[src/rtl/fsyn_div_pkg.sv]
package fsyn_div_pkg;

    typedef enum logic [1:0] {
        PATH_HI,
        PATH_SWL,
        PATH_DIR
    } path_t;

    typedef enum logic [1:0] {
        ST_LOAD,
        ST_MAIN,
        ST_SWAL,
        ST_DIR
    } state_t;

endpackage

[src/rtl/fsyn_div_limit.sv]
module fsyn_div_limit
    import fsyn_div_pkg::*;
#(
    parameter int DIV_W   = 16,
    parameter int DIR_W   = 12,
    parameter int SWL_MIN = 272,
    parameter int DIR_MIN = 4
) (
    input  logic [DIV_W-1:0] div_in,
    input  logic             sel_hi,
    input  logic             sel_swl,
    output path_t            path,
    output logic [DIV_W-1:0] eff_div,
    output logic             clamped
);
    logic [DIR_W-1:0] dir_part;

    assign dir_part = div_in[DIR_W-1:0];

    always_comb begin
        if (sel_hi || sel_swl) begin
            path    = sel_hi ? PATH_HI : PATH_SWL;
            clamped = (div_in < DIV_W'(SWL_MIN));
            eff_div = clamped ? DIV_W'(SWL_MIN) : div_in;
        end else begin
            path    = PATH_DIR;
            clamped = (dir_part < DIR_W'(DIR_MIN));
            eff_div = clamped ? DIV_W'(DIR_MIN) : DIV_W'(dir_part);
        end
    end

endmodule

[src/rtl/fsyn_div_pre2.sv]
module fsyn_div_pre2 (
    input  logic clk,
    input  logic rst_n,
    input  logic clear,
    input  logic run,
    input  logic bypass,
    output logic advance
);
    logic phase_q;

    always_ff @(posedge clk or negedge rst_n) begin
        if (!rst_n) begin
            phase_q <= 1'b0;
        end else if (clear) begin
            phase_q <= 1'b0;
        end else if (run) begin
            phase_q <= ~phase_q;
        end
    end

    assign advance = bypass | phase_q;

endmodule

[src/rtl/fsyn_div.sv]
module fsyn_div
    import fsyn_div_pkg::*;
#(
    parameter int DIV_W     = 16,
    parameter int DIR_W     = 12,
    parameter int BLK_SHIFT = 5,
    parameter int SWL_MIN   = 272,
    parameter int DIR_MIN   = 4
) (
    input  logic             clk_lo,
    input  logic             rst_n,
    input  logic [DIV_W-1:0] div_word,
    input  logic             range_hi,
    input  logic             swallow_en,
    output logic             div_pulse,
    output logic             div_clamped
);
    localparam int BLK_W = DIV_W - BLK_SHIFT;
    localparam int SUB_W = BLK_SHIFT;

    state_t           state_q, state_d;
    path_t            path_q, new_path;
    logic [DIV_W-1:0] n_q, new_n;
    logic             new_clamp;
    logic             err_q;
    logic             pulse_q;
    logic [BLK_W-1:0] blk_q;
    logic [SUB_W-1:0] sub_q;
    logic [SUB_W-1:0] tail_q;
    logic [DIR_W-1:0] dcnt_q;
    logic [BLK_W-1:0] blk_total;
    logic [SUB_W-1:0] swallow;
    logic             adv;
    logic             term;
    logic             load;
    logic             counting;
    state_t           start_st;

    assign blk_total = n_q[DIV_W-1:BLK_SHIFT];
    assign swallow   = n_q[SUB_W-1:0];
    assign counting  = (state_q != ST_LOAD);
    assign load      = (state_q == ST_LOAD) || term;
    assign start_st  = (new_path == PATH_DIR) ? ST_DIR : ST_MAIN;

    fsyn_div_limit #(
        .DIV_W  (DIV_W),
        .DIR_W  (DIR_W),
        .SWL_MIN(SWL_MIN),
        .DIR_MIN(DIR_MIN)
    ) u_limit (
        .div_in (div_word),
        .sel_hi (range_hi),
        .sel_swl(swallow_en),
        .path   (new_path),
        .eff_div(new_n),
        .clamped(new_clamp)
    );

    fsyn_div_pre2 u_pre2 (
        .clk    (clk_lo),
        .rst_n  (rst_n),
        .clear  (load),
        .run    (counting),
        .bypass (path_q != PATH_HI),
        .advance(adv)
    );

    // next state and end-of-division detection
    always_comb begin
        state_d = state_q;
        term    = 1'b0;
        unique case (state_q)
            ST_LOAD: state_d = start_st;
            ST_MAIN: begin
                if (adv && (sub_q == '1) && (blk_q == blk_total - BLK_W'(1))) begin
                    if (swallow == '0) begin
                        term = 1'b1;
                    end else begin
                        state_d = ST_SWAL;
                    end
                end
            end
            ST_SWAL: begin
                if (adv && (tail_q == swallow - SUB_W'(1))) begin
                    term = 1'b1;
                end
            end
            ST_DIR: begin
                if (adv && (dcnt_q == n_q[DIR_W-1:0] - DIR_W'(1))) begin
                    term = 1'b1;
                end
            end
            default: state_d = ST_LOAD;
        endcase
        if (term) begin
            state_d = start_st;
        end
    end

    // state register
    always_ff @(posedge clk_lo or negedge rst_n) begin
        if (!rst_n) begin
            state_q <= ST_LOAD;
        end else begin
            state_q <= state_d;
        end
    end

    // settings and counters
    always_ff @(posedge clk_lo or negedge rst_n) begin
        if (!rst_n) begin
            path_q <= PATH_DIR;
            n_q    <= DIV_W'(DIR_MIN);
            blk_q  <= '0;
            sub_q  <= '0;
            tail_q <= '0;
            dcnt_q <= '0;
        end else if (load) begin
            path_q <= new_path;
            n_q    <= new_n;
            blk_q  <= '0;
            sub_q  <= '0;
            tail_q <= '0;
            dcnt_q <= '0;
        end else if (adv) begin
            unique case (state_q)
                ST_MAIN: begin
                    if (sub_q == '1) begin
                        blk_q <= blk_q + BLK_W'(1);
                    end
                    sub_q <= sub_q + SUB_W'(1);
                end
                ST_SWAL: tail_q <= tail_q + SUB_W'(1);
                ST_DIR:  dcnt_q <= dcnt_q + DIR_W'(1);
                default: ;
            endcase
        end
    end

    // outputs
    always_ff @(posedge clk_lo or negedge rst_n) begin
        if (!rst_n) begin
            pulse_q <= 1'b0;
            err_q   <= 1'b0;
        end else begin
            pulse_q <= term;
            if (load) begin
                err_q <= new_clamp;
            end
        end
    end

    assign div_pulse   = pulse_q;
    assign div_clamped = err_q;

endmodule

[config.mk]
export PLATFORM = sky130hd
export DESIGN_NAME = fsyn_div
export DESIGN_NICKNAME = d
export VERILOG_FILES = /design/src/rtl/fsyn_div_pkg.sv /design/src/rtl/fsyn_div_limit.sv /design/src/rtl/fsyn_div_pre2.sv /design/src/rtl/fsyn_div.sv
export SDC_FILE = /design/constraint.sdc
export NUM_CORES = 1
export LEC_CHECK = 0
export BUFFER_PORTS_ARGS = -buffer_cell sky130_fd_sc_hd__buf_2
export CORE_MARGIN = 2
export CORE_UTILIZATION = 58
export CTS_BUF_LIST = sky130_fd_sc_hd__clkbuf_8
export DETAILED_ROUTE_END_ITERATION = 10
export PLACE_DENSITY = 0.77
export SLEW_MARGIN = 20
export SYNTH_ARGS = -nofsm -noshare
export SYNTH_HDL_FRONTEND = slang
export SYNTH_SLANG_ARGS = --single-unit
[constraint.sdc]
create_clock -name clk_lo -period 4.6 [get_ports clk_lo]
set_input_delay 0.46 -clock clk_lo [delete_from_list [all_inputs] [get_ports clk_lo]]
set_output_delay 0.46 -clock clk_lo [all_outputs]
set_load 0.03 [all_outputs]
; ---- Word-level counts from Yosys, hierarchy flattened
; Cells that the tools add are included.
[word_totals]
register_bits = 56
inputBits = 20
output_inout_bits = 2
wordCells = 84
[op_classes]
n_addsub = 7
magnitude_cmp = 2
eq_ne = 10
n_mux = 31
bitwise = 2
reduce_logical = 22
[ops]
columns = operator, n
row1 = 2-to-1 mux 12 bit, 4
row2 = 2-to-1 mux 11 bit, 4
row3 = 2-to-1 mux 16 bit, 2
row4 = 2-to-1 mux 5 bit, 6
row5 = < comparator 16 x 9 -> 1 bit (second input constant), 1
row6 = nonzero test 2 bit, 8
row7 = adder 12 x 1 -> 12 bit (second input constant), 1
row8 = equality test 12 bit, 1
row9 = < comparator 12 x 3 -> 1 bit (second input constant), 1
row10 = subtractor 12 x 1 -> 12 bit (second input constant), 1
row11 = adder 11 x 1 -> 11 bit (second input constant), 1
row12 = equality test 11 bit, 1
row13 = subtractor 11 x 1 -> 11 bit (second input constant), 1
row14 = adder 5 x 1 -> 5 bit (second input constant), 2
row15 = 2-to-1 mux 2 bit, 5
row16 = 2-to-1 mux 1 bit, 8
row17 = equality test 2 bit (second input constant), 3
row18 = inequality test 3 bit (second input constant), 2
row19 = AND reduction 2 bit, 3
row20 = AND reduction 3 bit, 2
row21 = equality test 5 bit, 1
row22 = equality test 5 bit (second input constant), 1
row23 = logical NOT 5 bit, 1
row24 = subtractor 5 x 1 -> 5 bit (second input constant), 1
row25 = 9 further kinds, 13

; ---- Logic depth before layout (Yosys ltp)
; Gate-level depths: netlist of the first run.
[logic_depth]
word_depth = 9
depth_mapped = 12
ltp_nobuf = 10

; ---- Cells and area by module
; From an unflattened synthesis of the first run, not the netlist that was laid out.
[hier_totals]
hier_cells = 415
hier_area_um2 = 3866.2
[modules_own_cells]
columns = mod, n_inst, cells_per_inst, area_each_um2, seq_area_each_um2
row1 = fsyn_div, 1, 371, 3567.2, 1378.8
row2 = fsyn_div_limit, 1, 40, 255.2, 0.0
row3 = fsyn_div_pre2, 1, 4, 43.8, 25.0

; ---- Least setup slack after synthesis of the first run
; OpenSTA, ideal clock, no wires.
[synth_path]
path_kind = reg2reg
start = reg n_q[5]
end = reg n_q[11]
setup_ns = 0.127
t_arrival_ns = 3.028
required_ns = 4.473
path_slack_ns = 1.445
stages_incl_launch_ff = 12
path_buffers = 1
synth_period_minus_slack_ns = 3.155
cell_sequence = dfrtp_1 -> inv_1 -> ha_1 -> nor3b_1 -> mux2i_1 -> nand4b_1 -> a211o_1 -> a2111oi_4 -> o21ai_1 -> a21oi_4 -> buf_6 -> mux2_1
[synth_via]
elab_chain_len = 6
elab_cells_between_ends = 10
classes_between = add/sub (2) / eq/ne (2) / mux (3) / reduce/logical (3)
[synth_lines]
columns = element, line_no
row1 = from (decl), fsyn_div.sv:23  ; logic [DIV_W-1:0] n_q, new_n;
row2 = from (signal assigned), fsyn_div.sv:113  ; n_q <= DIV_W'(DIR_MIN);
row3 = from (signal assigned), fsyn_div.sv:120  ; n_q <= new_n;
row4 = subtractor 12 x 1 -> 12 bit / subtractor 11 x 1 -> 11 bit (equally long branches), "fsyn_div.sv:89, fsyn_div.sv:75"
row5 = equality test 12 bit / equality test 11 bit (equally long branches), "fsyn_div.sv:89, fsyn_div.sv:75"
row6 = logical AND 1 bit (on tied branches), "fsyn_div.sv:89, fsyn_div.sv:75"
row7 = 2-to-1 mux 1 bit (on tied branches), "fsyn_div.sv:89, fsyn_div.sv:75"
row8 = one-hot mux 1 bit (3 select lines) *, fsyn_div.sv:72  ; unique case (state_q)
row9 = logical OR 1 bit *, fsyn_div.sv:42  ; assign load = (state_q == ST_LOAD) || term;
; Mark *: on every way between the ends. The rest lies on a longest branch, timed or not.
; A chain may end at the register's enable or synchronous reset.

; ---- Final worst setup path of the first run
[layout_path]
start = reg n_q[5]
end = reg n_q[9]
; The elaborated chain is that of the path after synthesis.

==> results of run 1 <==
## worst max path at each step
stage / cells after the start / to / slack [ns]
3_5_place_dp: 11 / n_q[12]$_DFFE_PN0N_ / 0.99
2_1_floorplan: 11 / n_q[11]$_DFFE_PN0N_ / 1.44
3_3_place_gp: 11 / n_q[11]$_DFFE_PN0N_ / 1.13
6_report: 11 / n_q[9]$_DFFE_PN0N_ / 0.96
4_1_cts: 11 / n_q[9]$_DFFE_PN0N_ / 0.97
5_1_grt: 11 / n_q[11]$_DFFE_PN0N_ / 0.65
## flip-flops by register name, summed over array words and instances (netlist names)
name / count
blk_q: 11
dcnt_q: 12
div_clamped: 1
div_pulse: 1
n_q: 16
path_q: 2
state_q: 2
sub_q: 5
tail_q: 5
u_pre2.phase_q: 1
## routing by layer
layer / vias up / track usage, % / share of wire (%)
met5: - / 0 / 0
met4: 0 / 9.492 / 1.5
met1: 1274 / 31.97 / 46
li1: 1283 / - / -
met3: 12 / 4.444 / 4.0
met2: 56 / 39.02 / 49
## worst max-delay path, delay by kind of cell (launching register included)
kind / cells / cell delay [ns]
buf+inv: 2 / 0.52
simple gates: 2 / 0.55
compound gates: 4 / 1.07
fa+ha+maj: 1 / 0.28
flops: 1 / 0.44
mux: 2 / 0.64
## cells in the mapped netlist, types with 6 or more instances
| master | n | area [µm²] |
|---|---|---|
| nand3_1 | 8 | 40.04 |
| clkbuf_1 | 9 | 33.78 |
| nand2_1 | 34 | 127.6 |
| mux2i_1 | 13 | 130.1 |
| inv_1 | 15 | 56.30 |
| ha_1 | 7 | 87.58 |
| and3_1 | 7 | 43.79 |
| o21ai_0 | 6 | 30.03 |
| mux2_1 | 10 | 112.6 |
| xnor2_1 | 28 | 245.2 |
| dfrtp_1 | 54 | 1351 |
| xor2_1 | 30 | 262.8 |
| nor3_1 | 7 | 35.03 |
| nor2_1 | 45 | 168.9 |
## through the flow
step / instance area (µm²) / std cells / hold WS [ns] / setup slack, ns / power, W
final: 3731 / 457 / 0.2628 / 0.9599 / 0.001958
after global routing: 3731 / 457 / 0.3304 / 0.6548 / 0.002103
after CTS: 3731 / 457 / 0.2913 / 0.9650 / 0.001968
after detailed placement: 3616 / 449 / 0.4172 / 0.9940 / 0.001627
after global placement: 3616 / 449 / 0.4231 / 1.127 / 0.001603
after floorplan: 3470 / 364 / 0.1644 / 1.445 / 0.001456
## report_power, final
group | total (W) | internal [W] | leakage [nW] | switching [W]
registers | 0.000808 | 0.000634 | 0.717 | 0.000175
logic | 0.000814 | 0.000369 | 0.885 | 0.000445
clock network | 0.000336 | 0.000164 | 0.0548 | 0.000172
total | 0.00196 | 0.00117 | 1.66 | 0.000791
## logic make-up after synthesis
group / synth area share (%)
AOI/OAI and AO/OA: 9.376
buffers and inverters: 3.786
xor gates and xnor gates: 14.64
adders and majority gates: 2.524
muxes: 6.996
DFF: 40.46
and+or+nand+nor: 22.21
## area by class of cell
class / instances / area (µm²)
clock inverters: 3 / 46.29
well taps: 75 / 93.84
clock buffers: 5 / 68.82
flip-flops and latches: 56 / 1404
repair buffers: 24 / 127.6
multi-input cells: 279 / 1934
inverters: 15 / 56.30
fillers: 475 / 2120
==> impl_metrics.tcl, run 1 <==
set metrics [dict create \
    dr_total_vias 2625 \
    die_h_um 81.35 \
    utilization_pct 63.77 \
    root_buffer "clkbuf_8" \
    wire_per_inst_um 15.62 \
    drtIter0Drc 167 \
    setup_violations 0 \
    cpMaxStageDelayCell "dfrtp_1" \
    cap_violations 0 \
    synth_nets 391 \
    fin_tns_setup_ns 0 \
    worst-path-max-fanout 32 \
    dp_hpwl_mm 5.261 \
    startpoint_type "flop" \
    fmax_mhz 274.7 \
    drc 0 \
    n_antenna_cell 0 \
    wirelength_mm 7.138 \
    std_cell_rows 28 \
    ys_warn_count 0 \
    tightest_slew_ns 0.8036 \
    ys_async_sr_fraction_pct 100.0 \
    max_stage_delay_ns 0.44 \
    p_leak_nw 1.656 \
    post-route-period-util_pct 79.13 \
    core_area_um2 5851 \
    cts_resized 0 \
    critPathLaunch "n_q[5]$_DFFE_PN0N_" \
    holdBufCountCts 0 \
    finalNetCount 408 \
    cts-htree-levels 2 \
    clkTransAtPathRegs_ns 0.11 \
    syn_to_final_growth_pct 7.537 \
    final_antenna_net_count 0 \
    grt_setup_unrepaired "false" \
    synth_seq_cells 56 \
    drive_above_1_share_pct 12.04 \
    antenna_found_initial 0 \
    vdd_drop_max_mv 0.2704 \
    synth_edf_count 0 \
    p_per_area_nw_per_um2 524.8 \
    final_common_cell "dfrtp_1" \
    initial_core_util_pct 59.30 \
    relSlewSlack_pct 46.01 \
    syn_inst 364 \
    crit_type "flop to flop" \
    hold_viol 0 \
    cts_tree "yes" \
    post-cts-setup-buffer-count 0 \
    synthFlopType "dfrtp_1" \
    fin_crit_ns 3.640 \
    grt_pass1_vias 2609 \
    grt_max_degree 57 \
    status "complete, no violations" \
    io_pins 22 \
    io_buffers 21 \
    synth_area_per_cell_um2 9.532 \
    slew_viol_final 0 \
    yosysSeqAreaShare_pct 40.46 \
    reg2reg_depth 11 \
    cp.arrival_ns 3.84 \
    cp-end-kind "flop" \
    rr_endpoint "n_q[9]$_DFFE_PN0N_" \
    first_pass_iters 4 \
    path_cells "inv_1 -> ha_1 -> nor3b_1 -> mux2i_1 -> nand4b_1 -> a211o_1 -> a2111oi_4 -> o21ai_1 -> a21oi_4 -> buf_4 -> mux2_1" \
    skew_ns 0.01230 \
    most-common-layout-cells "54 x dfrtp_1, 45 x nor2_1, 34 x nand2_1" \
    r2r_slack_ns 0.96 \
    grt_pass1_wl_mm 12.16 \
    dieArea_um2 6617 \
    viasPerCell 5.744 \
    clock-sinks 56 \
    timing.rr.start "n_q[5]$_DFFE_PN0N_" \
    hold_path.class "input port to asynchronous set/reset pin" \
    grt_overflow 0 \
    required_ns 4.80 \
    clk_latency_ns 0.32 \
    ys_types 54 \
    die_w_um 81.35 \
    gp_congestion 0.9188 \
    grt_usage_pct 24.10 \
    cts_buffers 5 \
    synth_area_um2 3470 \
    ctsLongestPathBuffers 2 \
]
Note: power is estimated with default switching activity, not from simulation.
==> run 2: changes to the inputs <==
- clock period: 4.6 -> 3.4 ns (I/O delays scaled with it)
==> impl_metrics.tcl, run 2 (synthesis gave the netlist of run 1 again) <==
set metrics [dict create \
    status "complete, no violations" \
    dr_total_vias 2776 \
    startpoint_type "flop" \
    largest-register "n_q" \
    dieArea_um2 6617 \
    root_buffer "clkbuf_8" \
    drtIter0Drc 309 \
    clkTransAtPathRegs_ns 0.11 \
    crit_end "n_q[8]$_DFFE_PN0N_" \
    syn_to_final_growth_pct 12.80 \
    post-route-period-util_pct 98.58 \
    critPathLaunch "n_q[6]$_DFFE_PN0N_" \
    clockPowerShare_pct 14.3 \
    reg_top3 "n_q x16, dcnt_q x12, blk_q x11" \
    p_switching_w 0.001176 \
    tightest_slew_ns 0.6956 \
    fin_crit_ns 3.352 \
    grt_usage_pct 25.05 \
    relSlewSlack_pct 53.63 \
    gp_congestion 0.8971 \
    die_h_um 81.35 \
    initial_core_util_pct 59.30 \
    dp_slack_ns 0.03255 \
    grt_overflow 0 \
    crit_type "flop to flop" \
    r2r_slack_ns 0.05 \
    p_per_area_nw_per_um2 712.8 \
    clock-sinks 56 \
    cpMaxStageDelayCell "or4b_4" \
    cts-htree-levels 2 \
    vdd_drop_max_mv 0.5141 \
    cp.depth 11 \
    grt_pass1_wl_mm 12.69 \
    max_stage_delay_ns 0.51 \
    crit_buf_inv 2 \
    grt_pass1_vias 2609 \
    ctsLongestPathBuffers 2 \
    p_seq_share_pct 39.4 \
    cp.arrival_ns 3.57 \
    nFillCells 449 \
    wirelength_mm 7.790 \
    drive_above_1_share_pct 17.96 \
    clk_latency_ns 0.33 \
    critical_path.top_delay_family "simple AND/OR/NAND/NOR gates" \
    wire_per_inst_um 16.37 \
    grt_max_degree 31 \
    path_cells "inv_1 -> ha_1 -> xnor2_1 -> nor4b_2 -> nor3b_2 -> or4b_4 -> o41ai_4 -> nor2_1 -> a21oi_4 -> buf_12 -> mux2_1" \
    most-common-layout-cells "54 x dfrtp_1, 45 x nor2_1, 34 x nand2_1" \
    final_antenna_net_count 0 \
    hold_path.class "input port to asynchronous set/reset pin" \
    std_cell_rows 28 \
    setup_ws_ns 0.04821 \
    timing.rr.start "n_q[6]$_DFFE_PN0N_" \
    holdBufCountCts 0 \
    rr_endpoint "n_q[8]$_DFFE_PN0N_" \
    pwr-share-comb_pct 46.3 \
    viasPerCell 5.832 \
    reg2reg_depth 11 \
    worst-path-max-fanout 14 \
    utilization_pct 66.89 \
    swShare_pct 42.17 \
    cp-end-kind "flop" \
    n_antenna_cell 0 \
    cts_tree "yes" \
    die_w_um 81.35 \
    io_pins 22 \
    finalPower_w 0.002790 \
    p_leak_nw 1.776 \
    final_common_cell "dfrtp_1" \
    hold_viol 0 \
    core_area_um2 5851 \
    p_int_w 0.001613 \
    setup_violations 0 \
    fin_hold_ws_ns 0.04074 \
    cts_buffers 5 \
    io_buffers 21 \
    first_pass_iters 4 \
    cap_violations 0 \
    skew_ns 0.006122 \
    fmax_mhz 298.3 \
    antenna_found_initial 0 \
    finalNetCount 427 \
    required_ns 3.62 \
    slew_viol_final 0 \
    largest_reg_flops 16 \
    dp_hpwl_mm 5.793 \
    drc 0 \
]
-- run 2: cell count changes in the layout (fill, tap and decap cells not counted), sizes merged --
cell    delta
clkinv     +1
buf       +19
bufinv     -1
-- run 2: how the worst min path moves through the flow --
stage / startpoint / endpoint / slack, ns / cells after the start
5_1_grt: rst_n / n_q[11]$_DFFE_PN0N_ / 0.11 / 1
4_1_cts: rst_n / blk_q[0]$_DFFE_PN0P_ / 0.08 / 1
3_3_place_gp: rst_n / blk_q[8]$_DFFE_PN0P_ / 0.41 / 1
3_5_place_dp: u_pre2.phase_q$_DFFE_PN0P_ / u_pre2.phase_q$_DFFE_PN0P_ / 0.42 / 1
6_report: rst_n / blk_q[8]$_DFFE_PN0P_ / 0.04 / 1
2_1_floorplan: rst_n / blk_q[0]$_DFFE_PN0P_ / 0.04 / 0
-- run 2: cell type report --
type,instances,area [µm²],area share [%]
Sequential cell,56,1404,35.87
Inverter,15,56.30,1.439
Tap cell,75,93.84,2.398
Multi-Input combinational cell,279,1981,50.61
Clock buffer,5,68.82,1.758
Clock inverter,3,27.53,0.7033
Timing Repair Buffer,43,282.8,7.225
-- run 2: per-layer routing --
layer  vias to the layer above  part of all wire [%]  wire (µm)  global-route usage, %
met5                         -                     0          0                      0
met4                         0                   1.4        112                  6.441
met3                        14                   5.3        415                  4.111
met1                      1361                    44       3445                  33.93
li1                       1329                     -          -                      -
met2                        72                    49       3816                  41.72
-- run 2: per-stage QoR --
| stage | instances | area (µm²) | setup TNS (ns) |
|---|---|---|---|
| 2_1_floorplan | 364 | 3470 | 0 |
| 3_3_place_gp | 460 | 3711 | 0 |
| 3_5_place_dp | 460 | 3711 | 0 |
| 4_1_cts | 468 | 3807 | 0 |
| 5_1_grt | 476 | 3914 | -1.167 |
| 6_report | 476 | 3914 | 0 |
-- run 2: timing repair --
action / 4_1_cts / 5_1_grt
resized for setup: 0 / 8
setup buffers: 0 / 8
setup endpoints to repair: 0 / 53
-- run 2: power by group through the flow --
| stage | clock network, W | logic [W] | registers [W] |
|---|---|---|---|
| floorplan | 0 | 0.000969 | 0.00100 |
| global placement | 0 | 0.00116 | 0.00109 |
| detailed placement | 0 | 0.00120 | 0.00110 |
| CTS | 0.000405 | 0.00120 | 0.00109 |
| global route | 0.000424 | 0.00142 | 0.00112 |
| finish | 0.000399 | 0.00129 | 0.00110 |
